===== src/rtl/adcrd_pkg.sv =====
package adcrd_pkg;

    typedef enum logic [1:0] {
        ST_IDLE  = 2'd0,
        ST_FRAME = 2'd1,
        ST_QUIET = 2'd2
    } rd_state_e;

    typedef struct packed {
        logic fall;
        logic rise;
    } edge_ev_t;

    localparam int LEAD_ZEROS   = 4;
    localparam int CLKS_SHORT   = 14;
    localparam int CLKS_LONG    = 16;

    function automatic logic [4:0] frame_clocks(input logic long_sel);
        return long_sel ? 5'(CLKS_LONG) : 5'(CLKS_SHORT);
    endfunction

endpackage


===== src/rtl/adcrd_sclk_gen.sv =====
module adcrd_sclk_gen
    import adcrd_pkg::*;
#(
    parameter int SCLK_HALF = 2
) (
    input  logic       clk,
    input  logic       rst,
    input  logic       run,
    input  logic [4:0] frame_n,
    output logic       sclk,
    output edge_ev_t   ev,
    output logic [4:0] falls,
    output logic       last_done
);
    localparam int HC_W = (SCLK_HALF > 1) ? $clog2(SCLK_HALF) : 1;
    localparam logic [HC_W-1:0] HC_END = HC_W'(SCLK_HALF - 1);

    logic [HC_W-1:0] hc;
    logic            tick;

    assign tick = run && (hc == HC_END);

    always_comb begin
        ev.fall   = tick && sclk && (falls != frame_n);
        ev.rise   = tick && !sclk;
        last_done = tick && sclk && (falls == frame_n);
    end

    always_ff @(posedge clk) begin
        if (rst || !run) begin
            hc    <= '0;
            sclk  <= 1'b1;
            falls <= '0;
        end else if (tick) begin
            hc <= '0;
            if (ev.fall) begin
                sclk  <= 1'b0;
                falls <= falls + 5'd1;
            end else if (ev.rise) begin
                sclk <= 1'b1;
            end
        end else begin
            hc <= hc + 1'b1;
        end
    end
endmodule


===== src/rtl/adcrd_capture.sv =====
module adcrd_capture
    import adcrd_pkg::*;
#(
    parameter int DATA_BITS    = 12,
    parameter int CAPTURE_RISE = 0
) (
    input  logic                 clk,
    input  logic                 rst,
    input  logic                 edge_hit,
    input  logic [4:0]           falls,
    input  logic                 sdo,
    output logic [DATA_BITS-1:0] word
);
    localparam int STREAM = LEAD_ZEROS + DATA_BITS;

    logic in_window;

    generate
        if (CAPTURE_RISE != 0) begin : g_rise
            // rising edge k reads stream bit k+1; stop after bit STREAM
            assign in_window = (falls <= 5'(STREAM - 1));
        end else begin : g_fall
            // falling edge k reads stream bit k; falls holds k-1 here
            assign in_window = (falls < 5'(STREAM));
        end
    endgenerate

    // older bits shift out the top, so the leading zeros vanish
    always_ff @(posedge clk) begin
        if (rst) begin
            word <= '0;
        end else if (edge_hit && in_window) begin
            word <= {word[DATA_BITS-2:0], sdo};
        end
    end
endmodule


===== src/rtl/adcrd_quiet_timer.sv =====
module adcrd_quiet_timer #(
    parameter int QUIET_CYC = 6
) (
    input  logic clk,
    input  logic rst,
    input  logic en,
    output logic expired
);
    localparam int QW = $clog2(QUIET_CYC + 1);
    localparam logic [QW-1:0] Q_END = QW'(QUIET_CYC - 1);

    logic [QW-1:0] cnt;

    assign expired = en && (cnt == Q_END);

    always_ff @(posedge clk) begin
        if (rst || !en) begin
            cnt <= '0;
        end else begin
            cnt <= cnt + 1'b1;
        end
    end
endmodule


===== src/rtl/adc_read_master.sv =====
module adc_read_master
    import adcrd_pkg::*;
#(
    parameter int SCLK_HALF    = 2,
    parameter int DATA_BITS    = 12,
    parameter int CAPTURE_RISE = 0,
    parameter int QUIET_CYC    = 6
) (
    input  logic                 clk,
    input  logic                 rst,
    input  logic                 start,
    input  logic                 abort,
    input  logic                 long_frame,
    input  logic                 sdo,
    output logic                 cs_n,
    output logic                 sclk,
    output logic                 busy,
    output logic                 rd_valid,
    output logic [DATA_BITS-1:0] rd_data,
    output logic                 rd_ok
);
    localparam int MIN_CLKS = LEAD_ZEROS + DATA_BITS;

    rd_state_e            state;
    logic [4:0]           frame_q;
    logic [4:0]           falls;
    edge_ev_t             ev;
    logic                 last_done;
    logic                 run;
    logic                 in_quiet;
    logic                 quiet_over;
    logic                 edge_hit;
    logic                 enough;
    logic [DATA_BITS-1:0] word;

    assign run      = (state == ST_FRAME) && !abort;
    assign in_quiet = (state == ST_QUIET);
    assign edge_hit = (CAPTURE_RISE != 0) ? ev.rise : ev.fall;
    assign enough   = (falls >= 5'(MIN_CLKS));
    assign cs_n     = (state != ST_FRAME);
    assign busy     = (state == ST_FRAME);

    adcrd_sclk_gen #(.SCLK_HALF(SCLK_HALF)) u_sclk (
        .clk(clk), .rst(rst), .run(run), .frame_n(frame_q),
        .sclk(sclk), .ev(ev), .falls(falls), .last_done(last_done)
    );

    adcrd_capture #(.DATA_BITS(DATA_BITS), .CAPTURE_RISE(CAPTURE_RISE)) u_cap (
        .clk(clk), .rst(rst), .edge_hit(edge_hit), .falls(falls),
        .sdo(sdo), .word(word)
    );

    adcrd_quiet_timer #(.QUIET_CYC(QUIET_CYC)) u_quiet (
        .clk(clk), .rst(rst), .en(in_quiet), .expired(quiet_over)
    );

    always_ff @(posedge clk) begin
        if (rst) begin
            state    <= ST_IDLE;
            frame_q  <= frame_clocks(1'b1);
            rd_valid <= 1'b0;
            rd_ok    <= 1'b0;
            rd_data  <= '0;
        end else begin
            rd_valid <= 1'b0;
            unique case (state)
                ST_IDLE: begin
                    if (start) begin
                        state   <= ST_FRAME;
                        frame_q <= frame_clocks(long_frame);
                    end
                end
                ST_FRAME: begin
                    if (abort || last_done) begin
                        state    <= ST_QUIET;
                        rd_valid <= 1'b1;
                        rd_ok    <= enough;
                        rd_data  <= enough ? word : '0;
                    end
                end
                ST_QUIET: begin
                    if (quiet_over) state <= ST_IDLE;
                end
                default: state <= ST_IDLE;
            endcase
        end
    end
endmodule


===== config.mk =====
export PLATFORM = sky130hd
export DESIGN_NAME = adc_read_master
export DESIGN_NICKNAME = d
export VERILOG_FILES = /design/src/rtl/adcrd_pkg.sv /design/src/rtl/adcrd_sclk_gen.sv /design/src/rtl/adcrd_capture.sv /design/src/rtl/adcrd_quiet_timer.sv /design/src/rtl/adc_read_master.sv
export SDC_FILE = /design/constraint.sdc
export NUM_CORES = 1
export LEC_CHECK = 0
export ABC_CLOCK_PERIOD_IN_PS = 3800
export BUFFER_PORTS_ARGS = -buffer_cell sky130_fd_sc_hd__buf_4
export CELL_PAD_IN_SITES_DETAIL_PLACEMENT = 2
export CELL_PAD_IN_SITES_GLOBAL_PLACEMENT = 2
export CORE_AREA = 2 2 70 72
export CTS_BUF_LIST = sky130_fd_sc_hd__clkbuf_4
export DETAILED_ROUTE_END_ITERATION = 6
export DIE_AREA = 0 0 72 74
export PLACE_DENSITY_LB_ADDON = 0.1
export SYNTH_ARGS = -nofsm -noshare
export SYNTH_HDL_FRONTEND = slang
export SYNTH_SLANG_ARGS = --single-unit

===== constraint.sdc =====
create_clock -name clk -period 3.8 [get_ports clk]
set_input_delay 1.14 -clock clk [delete_from_list [all_inputs] [get_ports clk]]
set_output_delay 1.14 -clock clk [all_outputs]
set_load 0.01 [all_outputs]

# Word level (Yosys, flattened, before mapping)
# Index checks and enable logic that the tools add are counted.
[totals] regBits=43 input_bits=6 output_inout_bits=17
[classes] n_addsub=3 order_cmp=2 n_eq_ne=9 muxes=9 n_bitwise=1 n_reduce_logical=24
[ops] cell="$mux W12" count=1
[ops] cell="$logic_and A1 B1 Y1" count=8
[ops] cell="$reduce_and A2 Y1" count=4
[ops] cell="$mux W2" count=3
[ops] cell="$pmux W2 S3" count=1
[ops] cell="$add A5 B1 Y5 const B" count=1
[ops] cell="$eq A5 B5 Y1" count=1
[ops] cell="$ge A5 B5 Y1 const B" count=1
[ops] cell="$lt A5 B5 Y1 const B" count=1
[ops] cell="$mux W5" count=1
[ops] cell="$ne A5 B5 Y1" count=1
[ops] cell="$logic_not A1 Y1" count=4
[ops] cell="$ne A2 B1 Y1 const B" count=2
[ops] cell="$ne A2 B2 Y1 const B" count=2
[ops] cell="$reduce_or A2 Y1" count=2
[ops] cell="$add A3 B1 Y3 const B" count=1
[ops] cell="$eq A3 B3 Y1 const B" count=1
[ops] cell="$logic_or A1 B1 Y1" count=3
[ops] cell="$mux W1" count=3
[ops] cell="$reduce_and A3 Y1" count=1
[ops] cell="$eq A2 B1 Y1 const B" count=1
[ops] cell="$eq A2 B2 Y1 const B" count=1
[ops] cell="$logic_not A2 Y1" count=1
[ops] cell="$reduce_bool A2 Y1" count=1
[ops] cell="other kinds (2)" count=2

# Logic depth before layout (Yosys ltp)
# Gate-level depths: netlist (run 1).
[logic_depth] word_depth=8 mapped_depth=7 mapped_depth_nobuf=5

# Cells and area by module
# A second synthesis (run 1) with hierarchy kept.
[unflattened] hier_cells=180 hier_area_um2=1710.4
[by_module_without_submodules] module="adc_read_master" instances=1 cells_each=83 area_per_inst_um2=733.2 seq_area_each_um2=360.3
[by_module_without_submodules] module="adcrd_capture" instances=1 cells_each=42 area_per_inst_um2=484.2 seq_area_each_um2=240.2
[by_module_without_submodules] module="adcrd_sclk_gen" instances=1 cells_each=43 area_per_inst_um2=370.4 seq_area_each_um2=140.1
[by_module_without_submodules] module="adcrd_quiet_timer" instances=1 cells_each=12 area_per_inst_um2=122.6 seq_area_each_um2=60.1

# Worst setup path after synthesis (run 1)
# OpenSTA, ideal clock, no wires.
[synth_path] path_kind="input to register" from="in abort" to="reg rd_data[7]" setup_ns=0.087 arrival_time_ns=2.381 required_time_ns=3.713 setup_slack_ns=1.332 cell_stages=5 path_cell_list="or4bb_1 a2111oi_4 o21ai_2 buf_6 o31ai_1"
[synth_between] elab_chain_cells=7
[synth_lines] element="start, declared" line_no="adc_read_master.sv:12" source="input logic abort,"
[synth_lines] element="$logic_not A1 Y1" line_no="adc_read_master.sv:36" source="assign run = (state == ST_FRAME) && !abort;"
[synth_lines] element="$logic_and A1 B1 Y1" line_no="adc_read_master.sv:36"
[synth_lines] element="$logic_and A1 B1 Y1" line_no="adcrd_sclk_gen.sv:21" source="assign tick = run && (hc == HC_END);"
[synth_lines] element="$logic_and A1 B1 Y1 (2 in a row)" line_no="adcrd_sclk_gen.sv:26" source="last_done = tick && sclk && (falls == frame_n);"
[synth_lines] element="$logic_or A1 B1 Y1 (*)" line_no="adc_read_master.sv:74" source="if (abort || last_done) begin"
[synth_lines] element="$reduce_and A2 Y1 (no source line) (*)"
[synth_lines] element="end signal, assigned" line_no="adc_read_master.sv:78" source="rd_data <= enough ? word : '0;"
[synth_lines] element="end, declared" line_no="adc_read_master.sv:19" source="output logic [DATA_BITS-1:0] rd_data,"
# Every way passes the cells marked *; elsewhere a longest branch is shown, timed or not.
# A chain may end at the register's enable or synchronous reset.

# Worst setup path after layout (run 1)
[layout_path] from="reg state[0]" to="out cs_n"
[layout_between] elab_chain_cells=1
[layout_lines] element="start, declared" line_no="adc_read_master.sv:24" source="rd_state_e state;"
[layout_lines] element="start signal, assigned" line_no="adc_read_master.sv:59" source="state <= ST_IDLE;"
[layout_lines] element="start signal, assigned" line_no="adc_read_master.sv:69" source="state <= ST_FRAME;"
[layout_lines] element="start signal, assigned" line_no="adc_read_master.sv:75" source="state <= ST_QUIET;"
[layout_lines] element="$ne A2 B1 Y1" line_no="adc_read_master.sv:40" source="assign cs_n = (state != ST_FRAME);"
[layout_lines] element="end, declared" line_no="adc_read_master.sv:15" source="output logic cs_n,"
# No other way between the ends.

==> results.cfg, run 1 <==
[run_status]
result_of_the_run = complete, no violations

[power]
worst_ir_drop_vdd_uv = 183
p_leak_nw = 0.701
netSwitchingFraction = 0.244
net_switching_power_w = 0.000166
p_comb_frac = 0.069
clkPwrFrac = 0.302
power_density_nw_per_um2 = 345
cellInternalPower_w = 0.000514
seqPwrFrac = 0.629

[grt]
grt_pass1_vias = 1558
antenna_found_initial = 0
grt_start_max_net_pins = 21
gr-total-overflow = 0
first_pass_grt_wire_length_mm = 7.71
total_routing_usage_reported_by_global_routing = 0.189

[placement]
finalWeightedCongestion = 0.849
hpwlAfterDp_mm = 3.34
placed_area_um2 = 1920
buffer_ports.inserted = 22

[floorplanning]
die_area_um2 = 5330
boundaryPins = 23
fp-row-count = 25
start_util = 0.378
floorplan.core_area_um2 = 4600
die_y_um = 74
die_width_um = 72

[drt]
viasPerCell = 5.69
antenna_left = 0
first_iteration_detailed_routing_drc_count = 51
post_drt_wl_per_cell_um = 18.0
vias = 1469
drc = 0
routed_wirelength_mm = 4.64
dr.pass1.iters = 4

[logic_synthesis]
yosys-top-cells-area = sky130_fd_sc_hd__dfxtp_1 46%, sky130_fd_sc_hd__nand2_1 6.9%, sky130_fd_sc_hd__mux2i_1 6.3%, sky130_fd_sc_hd__o2111ai_1 6.0%, sky130_fd_sc_hd__o31ai_1 5.2%
yosys_warnings = 0
synthesis.nets = 196
synth_edf_count = 0
synthesis.instances = 186
synth_seq_cells = 40
seq_area_frac_synth = 0.461
yosys_most_used_dff = sky130_fd_sc_hd__dfxtp_1
netlist-cell-type-count = 40
yosysTopAreaCell = sky130_fd_sc_hd__dfxtp_1
async_set_or_reset_register_ratio_after_synthesis = 0
yosys.area.top_type_share = 0.461
synthesis.area_um2 = 1740
synth.avg_cell_area_um2 = 9.34

[layout]
final_cell_mix = 40 x sky130_fd_sc_hd__dfxtp_1, 32 x sky130_fd_sc_hd__nand2_1, 24 x sky130_fd_sc_hd__buf_4
area.growth.synth_to_final_pct = 13.5
drive_gt1_frac = 0.191
final_nets = 214
insertedDiodeCount = 0
mostFrequentLayoutCell = sky130_fd_sc_hd__dfxtp_1
final_instance_area_um2 = 1970
nFillCells = 536

[sta]
slew_viol_final = 0
setup-tns-final_ns = 0
finalClockSkew_ns = 0.0153
report.final.setup_viol = 0
grt_setup_unrepaired = no
hold_viol_final = 0
min_period_ns = 2.58
post-route-period-util = 0.679
max_clock_freq_mhz = 388
max_slew_margin = 0.504
timing_worst_slew_pin_value_ns = 0.743

[setup_path]
worst-path-max-fanout = 8
cp.arrival_ns = 1.44
critPathRequiredTime_ns = 2.66
sequence_of_cells_on_the_critical_path = nor2b_1 > inv_1 > buf_4
setup.worst_path.class = register to primary output
worst_path_max_delay_cell = sky130_fd_sc_hd__dfxtp_1
crit_path_end_kind = primary output
peak_per_stage_delay_on_the_critical_path_ns = 0.47
crit_path_start_kind = register

[cts]
post_cts.repair.setup_buffers = 0
clk_latency_ns = 0.34
maximum_clock_path_buffer_count = 2
clkTransAtPathRegs_ns = 0.12
tritoncts = built
cts_repair_resize_count = 0
cts_root_buf = sky130_fd_sc_hd__clkbuf_4
cts-htree-levels = 2
clock_sinks = 40
postCtsHoldBufs = 0
tritoncts.num_buffers = 5

[min_path]
min-delay-path-class = register to register

[flow_run]
maxCapViolations = 0
## synthesized netlist by cell type, types with 2 or more instances
cell type                    n
sky130_fd_sc_hd__inv_1       4
sky130_fd_sc_hd__nand2_1    32
sky130_fd_sc_hd__and3_1      2
sky130_fd_sc_hd__o2111ai_1  12
sky130_fd_sc_hd__nand3b_1    2
sky130_fd_sc_hd__mux2i_1    11
sky130_fd_sc_hd__a21oi_1     5
sky130_fd_sc_hd__a31oi_1     2
sky130_fd_sc_hd__nand3_1     3
sky130_fd_sc_hd__o31ai_1    12
sky130_fd_sc_hd__a31o_2      3
sky130_fd_sc_hd__ha_1        4
sky130_fd_sc_hd__buf_2       2
sky130_fd_sc_hd__dfxtp_1    40
sky130_fd_sc_hd__clkbuf_1    8
sky130_fd_sc_hd__nand2b_1    2
sky130_fd_sc_hd__nor2_1     12
sky130_fd_sc_hd__xor2_1      2
sky130_fd_sc_hd__or3_1       2
sky130_fd_sc_hd__o211ai_1    2
sky130_fd_sc_hd__a211oi_1    2
sky130_fd_sc_hd__o21ai_0     4
## critical path, delay by kind of cell (launching register included)
family | cells | cell delay (ns)
flip-flops | 1 | 0.47
buffers and inverters | 2 | 0.22
AND/OR/NAND/NOR | 1 | 0.40
## sequential cells by signal, indices dropped and copies added, names as in the netlist
| name | cells |
|---|---|
| rd_data | 12 |
| u_cap.word | 12 |
| u_sclk.falls | 5 |
| u_quiet.cnt | 3 |
| frame_q | 2 |
| state | 2 |
| rd_ok | 1 |
| rd_valid | 1 |
| u_sclk.hc | 1 |
| u_sclk.sclk | 1 |
## power groups by stage
stage | registers (W) | logic, W | clock network, W
after global routing | 0.000429 | 0.0000513 | 0.000236
after detailed placement | 0.000438 | 0.0000473 | 0
after CTS | 0.000429 | 0.0000473 | 0.000217
after global placement | 0.000437 | 0.0000452 | 0
after floorplan | 0.000435 | 0.0000324 | 0
final | 0.000428 | 0.0000470 | 0.000205
## metal layers
metal / global-route usage / vias up / wire (µm)
li1: - / 708 / -
met5: 0 / - / 0
met3: 0.0379 / 7 / 136
met4: 0.0650 / 0 / 67
met2: 0.338 / 21 / 2420
met1: 0.229 / 733 / 2010
## kinds of logic (layout without fill, tap and decap cells)
family,Yosys count,count (layout),share of synthesized area
and+or+nand+nor,65,65,0.181
AOI/OAI and AO/OA,45,45,0.204
DFF,40,40,0.461
buffers and inverters,18,36,0.0468
muxes,11,11,0.0634
adders and majority gates,4,4,0.0288
xor gates and xnor gates,3,3,0.0151
## path summary, 6_finish.rpt
path,from,to,slack [ns],cells after the start
setup / recovery,state[0]$_SDFFE_PP0P_,cs_n,1.22,3
hold / removal,u_cap.word[11]$_SDFFE_PP0P_,rd_data[11]$_SDFFE_PP0P_,0.46,2
hold reg to reg,u_cap.word[11]$_SDFFE_PP0P_,rd_data[11]$_SDFFE_PP0P_,0.46,2
setup reg to reg,u_sclk.falls[4]$_SDFFE_PP0P_,rd_data[1]$_SDFFE_PP0P_,1.47,4
## final cells by class
cell class | instances | area [µm²] | share of cell area
well taps | 54 | 67.6 | 0.0342
multi-input cells | 128 | 856 | 0.434
clock inverters | 1 | 5.00 | 0.00254
repair buffers | 24 | 180 | 0.0913
flip-flops and latches | 40 | 801 | 0.406
clock buffers | 6 | 45.0 | 0.0228
inverters | 5 | 18.8 | 0.00951
## through the flow
| step | power, W | util | hold WS [ns] | worst slack [ns] | std cells |
|---|---|---|---|---|---|
| floorplan | 0.000467 | - | 0.399 | 1.33 | 186 |
| global placement | 0.000483 | 0.418 | 0.427 | 0.935 | 251 |
| detailed placement | 0.000485 | 0.418 | 0.455 | 0.883 | 251 |
| CTS | 0.000693 | 0.429 | 0.474 | 1.19 | 258 |
| global route | 0.000717 | 0.429 | 0.486 | 1.09 | 258 |
| finish | 0.000680 | 0.429 | 0.464 | 1.22 | 258 |
Power figures use the tool's default switching activity.
==> run 2: changes to the inputs <==
- ABC_AREA: unset -> 1
- ABC_CLOCK_PERIOD_IN_PS: 3800 -> 2490
- CORE_AREA: 2 2 70 72 -> 2 2 77 79
- DIE_AREA: 0 0 72 74 -> 0 0 79 81
- clock period: 3.8 -> 2.49 ns (I/O delays scaled with it)
==> run 2 against run 1 <==
Sequential power is 53% higher; critical path depth is 1 higher; worst hold slack worse by 0.0035 ns; routed wire length is 7.7% lower; synthesized cell count is 37% higher; register-to-register slack worse by 0.72 ns; cell count is 36% higher; combinational power is 58% higher; non-clock buffer count stayed put; largest power group unchanged.
==> results.cfg, run 2 <==
[drt]
viasPerCell = 4.45
antenna_left = 0
dr.pass1.iters = 4
post_drt_wl_per_cell_um = 12.2
routed_wirelength_mm = 4.28
first_iteration_detailed_routing_drc_count = 16
drc = 0
vias = 1568

[setup_path]
worst_path_max_delay_cell = sky130_fd_sc_hd__dfxtp_1
timing.critical_path.max_delay_family = flip-flops
sequence_of_cells_on_the_critical_path = inv_2 > nor2_8 > inv_1 > buf_4
worstRegToRegCells = 9
peak_per_stage_delay_on_the_critical_path_ns = 0.39
crit_path_start_kind = register
critPathRequiredTime_ns = 1.74
crit_path_end_kind = primary output
rrSetupSlack_ns = 0.75
crit-reg2reg-capture = u_cap.word[1]$_SDFFE_PP0P_
cp.arrival_ns = 1.12
setup.worst_path.class = register to primary output
timing.critical_path.buf_inv = 3
r2r_start = u_sclk.falls[2]$_SDFFE_PP0P_
worst-path-max-fanout = 4

[layout]
reg.largest.list = rd_data x12, u_cap.word x12, u_sclk.falls x5
finalNonFillerCells = 352
final_nets = 286
insertedDiodeCount = 0
final_cell_mix = 73 x sky130_fd_sc_hd__nand2_1, 40 x sky130_fd_sc_hd__dfxtp_1, 37 x sky130_fd_sc_hd__inv_1, 37 x sky130_fd_sc_hd__nor2_1, 24 x sky130_fd_sc_hd__buf_4
nFillCells = 709
mostFrequentLayoutCell = sky130_fd_sc_hd__nand2_1
drive_gt1_frac = 0.148
multi_input_comb_area_um2 = 773
layout.area.seq_um2 = 801
area.growth.synth_to_final_pct = 15.1

[cts]
cts_root_buf = sky130_fd_sc_hd__clkbuf_4
tritoncts.num_buffers = 5
cts-htree-levels = 2
maximum_clock_path_buffer_count = 2
post_cts.repair.setup_buffers = 0
postCtsHoldBufs = 0
tritoncts = built
clkTransAtPathRegs_ns = 0.13
clk_latency_ns = 0.35
clock_sinks = 40
cts_repair_resize_count = 0

[logic_synthesis]
synthesis.nets = 265
synth.avg_cell_area_um2 = 7.00
yosys_warnings = 0
yosys-top-cells-area = sky130_fd_sc_hd__dfxtp_1 45%, sky130_fd_sc_hd__nand2_1 15%, sky130_fd_sc_hd__inv_1 7.8%, sky130_fd_sc_hd__nor2_1 7.8%, sky130_fd_sc_hd__a21oi_1 5.6%
netlist-cell-type-count = 22
synthesis.instances = 255
synth.most_common_cell = sky130_fd_sc_hd__nand2_1
synth_seq_cells = 40
seq_area_frac_synth = 0.449
most_frequent_cells_after_synthesis = 73 x sky130_fd_sc_hd__nand2_1, 40 x sky130_fd_sc_hd__dfxtp_1, 37 x sky130_fd_sc_hd__inv_1, 37 x sky130_fd_sc_hd__nor2_1, 20 x sky130_fd_sc_hd__a21oi_1
yosys_most_used_dff = sky130_fd_sc_hd__dfxtp_1
async_set_or_reset_register_ratio_after_synthesis = 0
yosys.area.top_type_share = 0.449
synthesis.area_um2 = 1780
yosysTopAreaCell = sky130_fd_sc_hd__dfxtp_1
synth_edf_count = 0

[sta]
post-route-period-util = 0.749
max_clock_freq_mhz = 536
finalClockSkew_ns = 0.0115
setup-tns-final_ns = 0
slew_viol_final = 0
report.final.setup_viol = 0
min_period_ns = 1.86
max_slew_margin = 0.641
grt_setup_unrepaired = no
timing_worst_slew_pin_value_ns = 0.538
hold_viol_final = 0

[min_path]
min_to = u_sclk.hc$_SDFF_PP0_
hold-path-cell-count = 1
worst_hold_start = u_sclk.hc$_SDFF_PP0_
min-delay-path-class = register to register

[power]
design_power_total_w = 0.00106
power_density_nw_per_um2 = 517
worst_ir_drop_vdd_uv = 176
p_leak_nw = 1.03

[run_status]
result_of_the_run = complete, no violations

[placement]
dp.cells = 344
buffer_ports.inserted = 22
hpwlAfterDp_mm = 3.14
finalWeightedCongestion = 0.689

[flow_run]
maxCapViolations = 0

[floorplanning]
fp-row-count = 28
start_util = 0.314
boundaryPins = 23
floorplan.core_area_um2 = 5680
die_width_um = 79
die_area_um2 = 6400
die_y_um = 81

[grt]
antenna_found_initial = 0
grt_start_max_net_pins = 25
grt_pass1_vias = 1573
total_routing_usage_reported_by_global_routing = 0.143
gr-total-overflow = 0
first_pass_grt_wire_length_mm = 7.12
run 2: cell count changes after synthesis, moves of 11 or more:
cell / previous run / this run
sky130_fd_sc_hd__mux2i_1: 11 / 0
sky130_fd_sc_hd__inv_1: 4 / 37
sky130_fd_sc_hd__a21oi_1: 5 / 20
sky130_fd_sc_hd__nand2_1: 32 / 73
sky130_fd_sc_hd__nand3_1: 3 / 18
sky130_fd_sc_hd__o2111ai_1: 12 / 0
sky130_fd_sc_hd__nor2_1: 12 / 37
sky130_fd_sc_hd__o31ai_1: 12 / 0
run 2: through the flow:
stage          utilization  area (µm²)  hold WS (ns)  setup slack (ns)
2_1_floorplan            -        1780         0.413             0.737
3_3_place_gp         0.352        2000         0.437             0.429
3_5_place_dp         0.352        2000         0.442             0.373
4_1_cts              0.362        2050         0.470             0.585
5_1_grt              0.362        2050         0.482             0.513
6_report             0.362        2050         0.460             0.625
run 2: logic make-up after synthesis:
logic type,synth area share
AOI/OAI and AO/OA,0.0750
and+or+nand+nor,0.316
adders and majority gates,0.0281
xor gates and xnor gates,0.0147
buffers and inverters,0.118
DFF,0.449
run 2: where the power goes:
group / total, W / internal (W) / switching, W
Combinational: 0.0000744 / 0.0000241 / 0.0000503
Clock: 0.000334 / 0.000119 / 0.000215
Sequential: 0.000655 / 0.000648 / 0.00000672
run 2: per-layer routing:
layer / global-route usage / vias up / routed length, µm
li1: - / 807 / -
met1: 0.170 / 734 / 1970
met2: 0.243 / 21 / 2110
met3: 0.0422 / 6 / 132
met4: 0.0586 / 0 / 71
met5: 0 / - / 0
run 2: worst max-delay path by stage:
stage                                       startpoint                         end  slack (ns)  cells past startpoint
after floorplan                  state[0]$_SDFFE_PP0P_                        cs_n        0.74                      4
after global placement                           abort     rd_data[1]$_SDFFE_PP0P_        0.43                      9
after detailed placement                         abort    rd_data[11]$_SDFFE_PP0P_        0.37                      9
after CTS                        state[0]$_SDFFE_PP0P_                        cs_n        0.59                      4
after global routing      u_sclk.falls[2]$_SDFFE_PP0P_  u_cap.word[7]$_SDFFE_PP0P_        0.51                      9
final                            state[0]$_SDFFE_PP0P_                        cs_n        0.63                      4
run 2: final cells by class:
type | count | area share
clock buffers | 6 | 0.0219
clock inverters | 2 | 0.00548
inverters | 40 | 0.0731
multi-input cells | 165 | 0.376
flip-flops and latches | 40 | 0.390
well taps | 75 | 0.0457
repair buffers | 24 | 0.0877
==> run 3: changes to the inputs <==
- ABC_AREA: 1 -> 0
- ABC_CLOCK_PERIOD_IN_PS: 2490 -> 1900
- CORE_AREA: 2 2 77 79 -> 2 2 73 75
- DIE_AREA: 0 0 79 81 -> 0 0 75 77
- clock period: 2.49 -> 1.9 ns (I/O delays scaled with it)
==> run 3 against run 2 <==
Routed wire length is 28% higher; flip-flop and latch count stayed put; cell count is 15% lower; critical path type is now register to register; highest routed layer unchanged; the run now ends with negative setup slack left; largest cell class is now multi-input gates; first-iteration DRC count grew to 4.3 times the previous value; global-route usage is 4.4 points higher; count of clock-buffer cells in the layout is 1 lower; sequential power is 31% higher; non-clock buffer count is 24 higher; sequential share of layout area is 3.8 points lower.
==> results.cfg, run 3 (synthesized netlist as in run 1, its figures left out) <==
[sta]
report.final.setup_viol = 1
hold_viol_final = 0
setup-tns-final_ns = -0.0233
max_clock_freq_mhz = 520
min_period_ns = 1.92
slew_viol_final = 0
post-route-period-util = 1.01
grt_setup_unrepaired = yes
timing_worst_slew_pin_value_ns = 0.344
finalClockSkew_ns = 0.00824
whs_ns = 0.446
setup_ws_ns = -0.0233
max_slew_margin = 0.768

[floorplanning]
boundaryPins = 23
die_area_um2 = 5780
floorplan.core_area_um2 = 4980
start_util = 0.349
die_width_um = 75
fp-row-count = 26
die_y_um = 77

[flow_run]
maxCapViolations = 0

[drt]
first_iteration_detailed_routing_drc_count = 69
vias = 1599
viasPerCell = 5.33
drc = 0
routed_wirelength_mm = 5.48
dr.pass1.iters = 4
antenna_left = 0
post_drt_wl_per_cell_um = 18.3

[cts]
maximum_clock_path_buffer_count = 2
clk_latency_ns = 0.36
clkTransAtPathRegs_ns = 0.12
tritoncts = built
clock_sinks = 40
cts-htree-levels = 2
cts_root_buf = sky130_fd_sc_hd__clkbuf_4
postCtsHoldBufs = 0
tritoncts.num_buffers = 5

[placement]
buffer_ports.inserted = 22
hpwlAfterDp_mm = 3.74
finalWeightedCongestion = 0.731
worst_case_setup_slack_after_placement_ns = -0.233
placed_area_um2 = 2090

[layout]
reg.largest.list = rd_data x12, u_cap.word x12, u_sclk.falls x5
final_cell_mix = 47 x sky130_fd_sc_hd__buf_4, 35 x sky130_fd_sc_hd__dfxtp_1, 32 x sky130_fd_sc_hd__nand2_1, 12 x sky130_fd_sc_hd__nor2_1, 12 x sky130_fd_sc_hd__o2111ai_1
postLayoutCoreUtil = 0.460
nFillCells = 556
final_instance_area_um2 = 2290
area.growth.synth_to_final_pct = 31.8
drive_gt1_frac = 0.352
insertedDiodeCount = 0
mostFrequentLayoutCell = sky130_fd_sc_hd__buf_4
final_nets = 239

[setup_path]
worstRegToRegCells = 6
r2r_start = frame_q[3]$_SDFFE_PP0P_
crit_path_end_kind = register
worst-path-max-fanout = 3
critPathRequiredTime_ns = 2.19
rrSetupSlack_ns = -0.02
crit-reg2reg-capture = rd_ok$_SDFFE_PP0P_
cp.arrival_ns = 2.22
setup.worst_path.class = register to register
crit_path_start_kind = register

[grt]
gr-total-overflow = 0
first_pass_grt_wire_length_mm = 8.30
total_routing_usage_reported_by_global_routing = 0.187
antenna_found_initial = 0
grt_start_max_net_pins = 21
grt_pass1_vias = 1692

[power]
p_leak_nw = 0.846
worst_ir_drop_vdd_uv = 405
power_density_nw_per_um2 = 630

[min_path]
min_to = u_sclk.hc$_SDFF_PP0_
worst_hold_start = u_sclk.hc$_SDFF_PP0_
min-delay-path-class = register to register
hold-path-cell-count = 1

[run_status]
result_of_the_run = complete, but fails checks
failed_checks = negative setup slack
-- run 3: where the power goes --
part,total (W),internal [W],switching [W]
clock,0.000446,0.000146,0.000301
sequential,0.000856,0.000848,0.00000843
combinational,0.000141,0.0000591,0.0000820
-- run 3: final cells by class --
class | instances | area (µm²) | area share
Sequential cell | 40 | 807 | 0.352
Clock inverter | 3 | 23.8 | 0.0104
Tap cell | 70 | 87.6 | 0.0382
Inverter | 5 | 18.8 | 0.00819
Timing Repair Buffer | 48 | 373 | 0.163
Multi-Input combinational cell | 129 | 943 | 0.412
Clock buffer | 5 | 37.5 | 0.0164
-- run 3: what timing repair did --
action                     CTS  global route
cloned                       0             1
pin swaps                    1            18
setup buffers                0             4
setup endpoints to repair   28            24
resized for setup            7            13
-- run 3: routing by layer --
layer,vias to the layer above,track usage,share of wire
met3,5,0.0407,0.020
met5,-,0,0
li1,763,-,-
met4,0,0.0482,0.0093
met2,19,0.329,0.55
met1,812,0.224,0.42
-- run 3: metrics by stage --
step,power [W],cells
floorplan,0.000935,186
global placement,0.000984,287
detailed placement,0.000988,287
CTS,0.00144,295
global route,0.00152,300
finish,0.00144,300
-- run 3: critical path, stage by stage, from the launching register on --
cell                        delay [ns]
sky130_fd_sc_hd__dfxtp_2          0.36
sky130_fd_sc_hd__or4_4            0.56
sky130_fd_sc_hd__a2111oi_4        0.36
sky130_fd_sc_hd__buf_4            0.21
sky130_fd_sc_hd__buf_4            0.12
sky130_fd_sc_hd__o211ai_1         0.11
sky130_fd_sc_hd__a21oi_1          0.16
-- run 3: worst max-delay path by stage --
stage | start | end | cells past startpoint
2_1_floorplan | abort | rd_data[7]$_SDFFE_PP0P_ | 5
3_3_place_gp | abort | rd_data[4]$_SDFFE_PP0P_ | 5
3_5_place_dp | abort | rd_data[6]$_SDFFE_PP0P_ | 5
4_1_cts | frame_q[3]$_SDFFE_PP0P_ | rd_data[6]$_SDFFE_PP0P_ | 4
5_1_grt | u_sclk.falls[3]$_SDFFE_PP0P_ | rd_ok$_SDFFE_PP0P_ | 6
6_report | frame_q[3]$_SDFFE_PP0P_ | rd_ok$_SDFFE_PP0P_ | 6
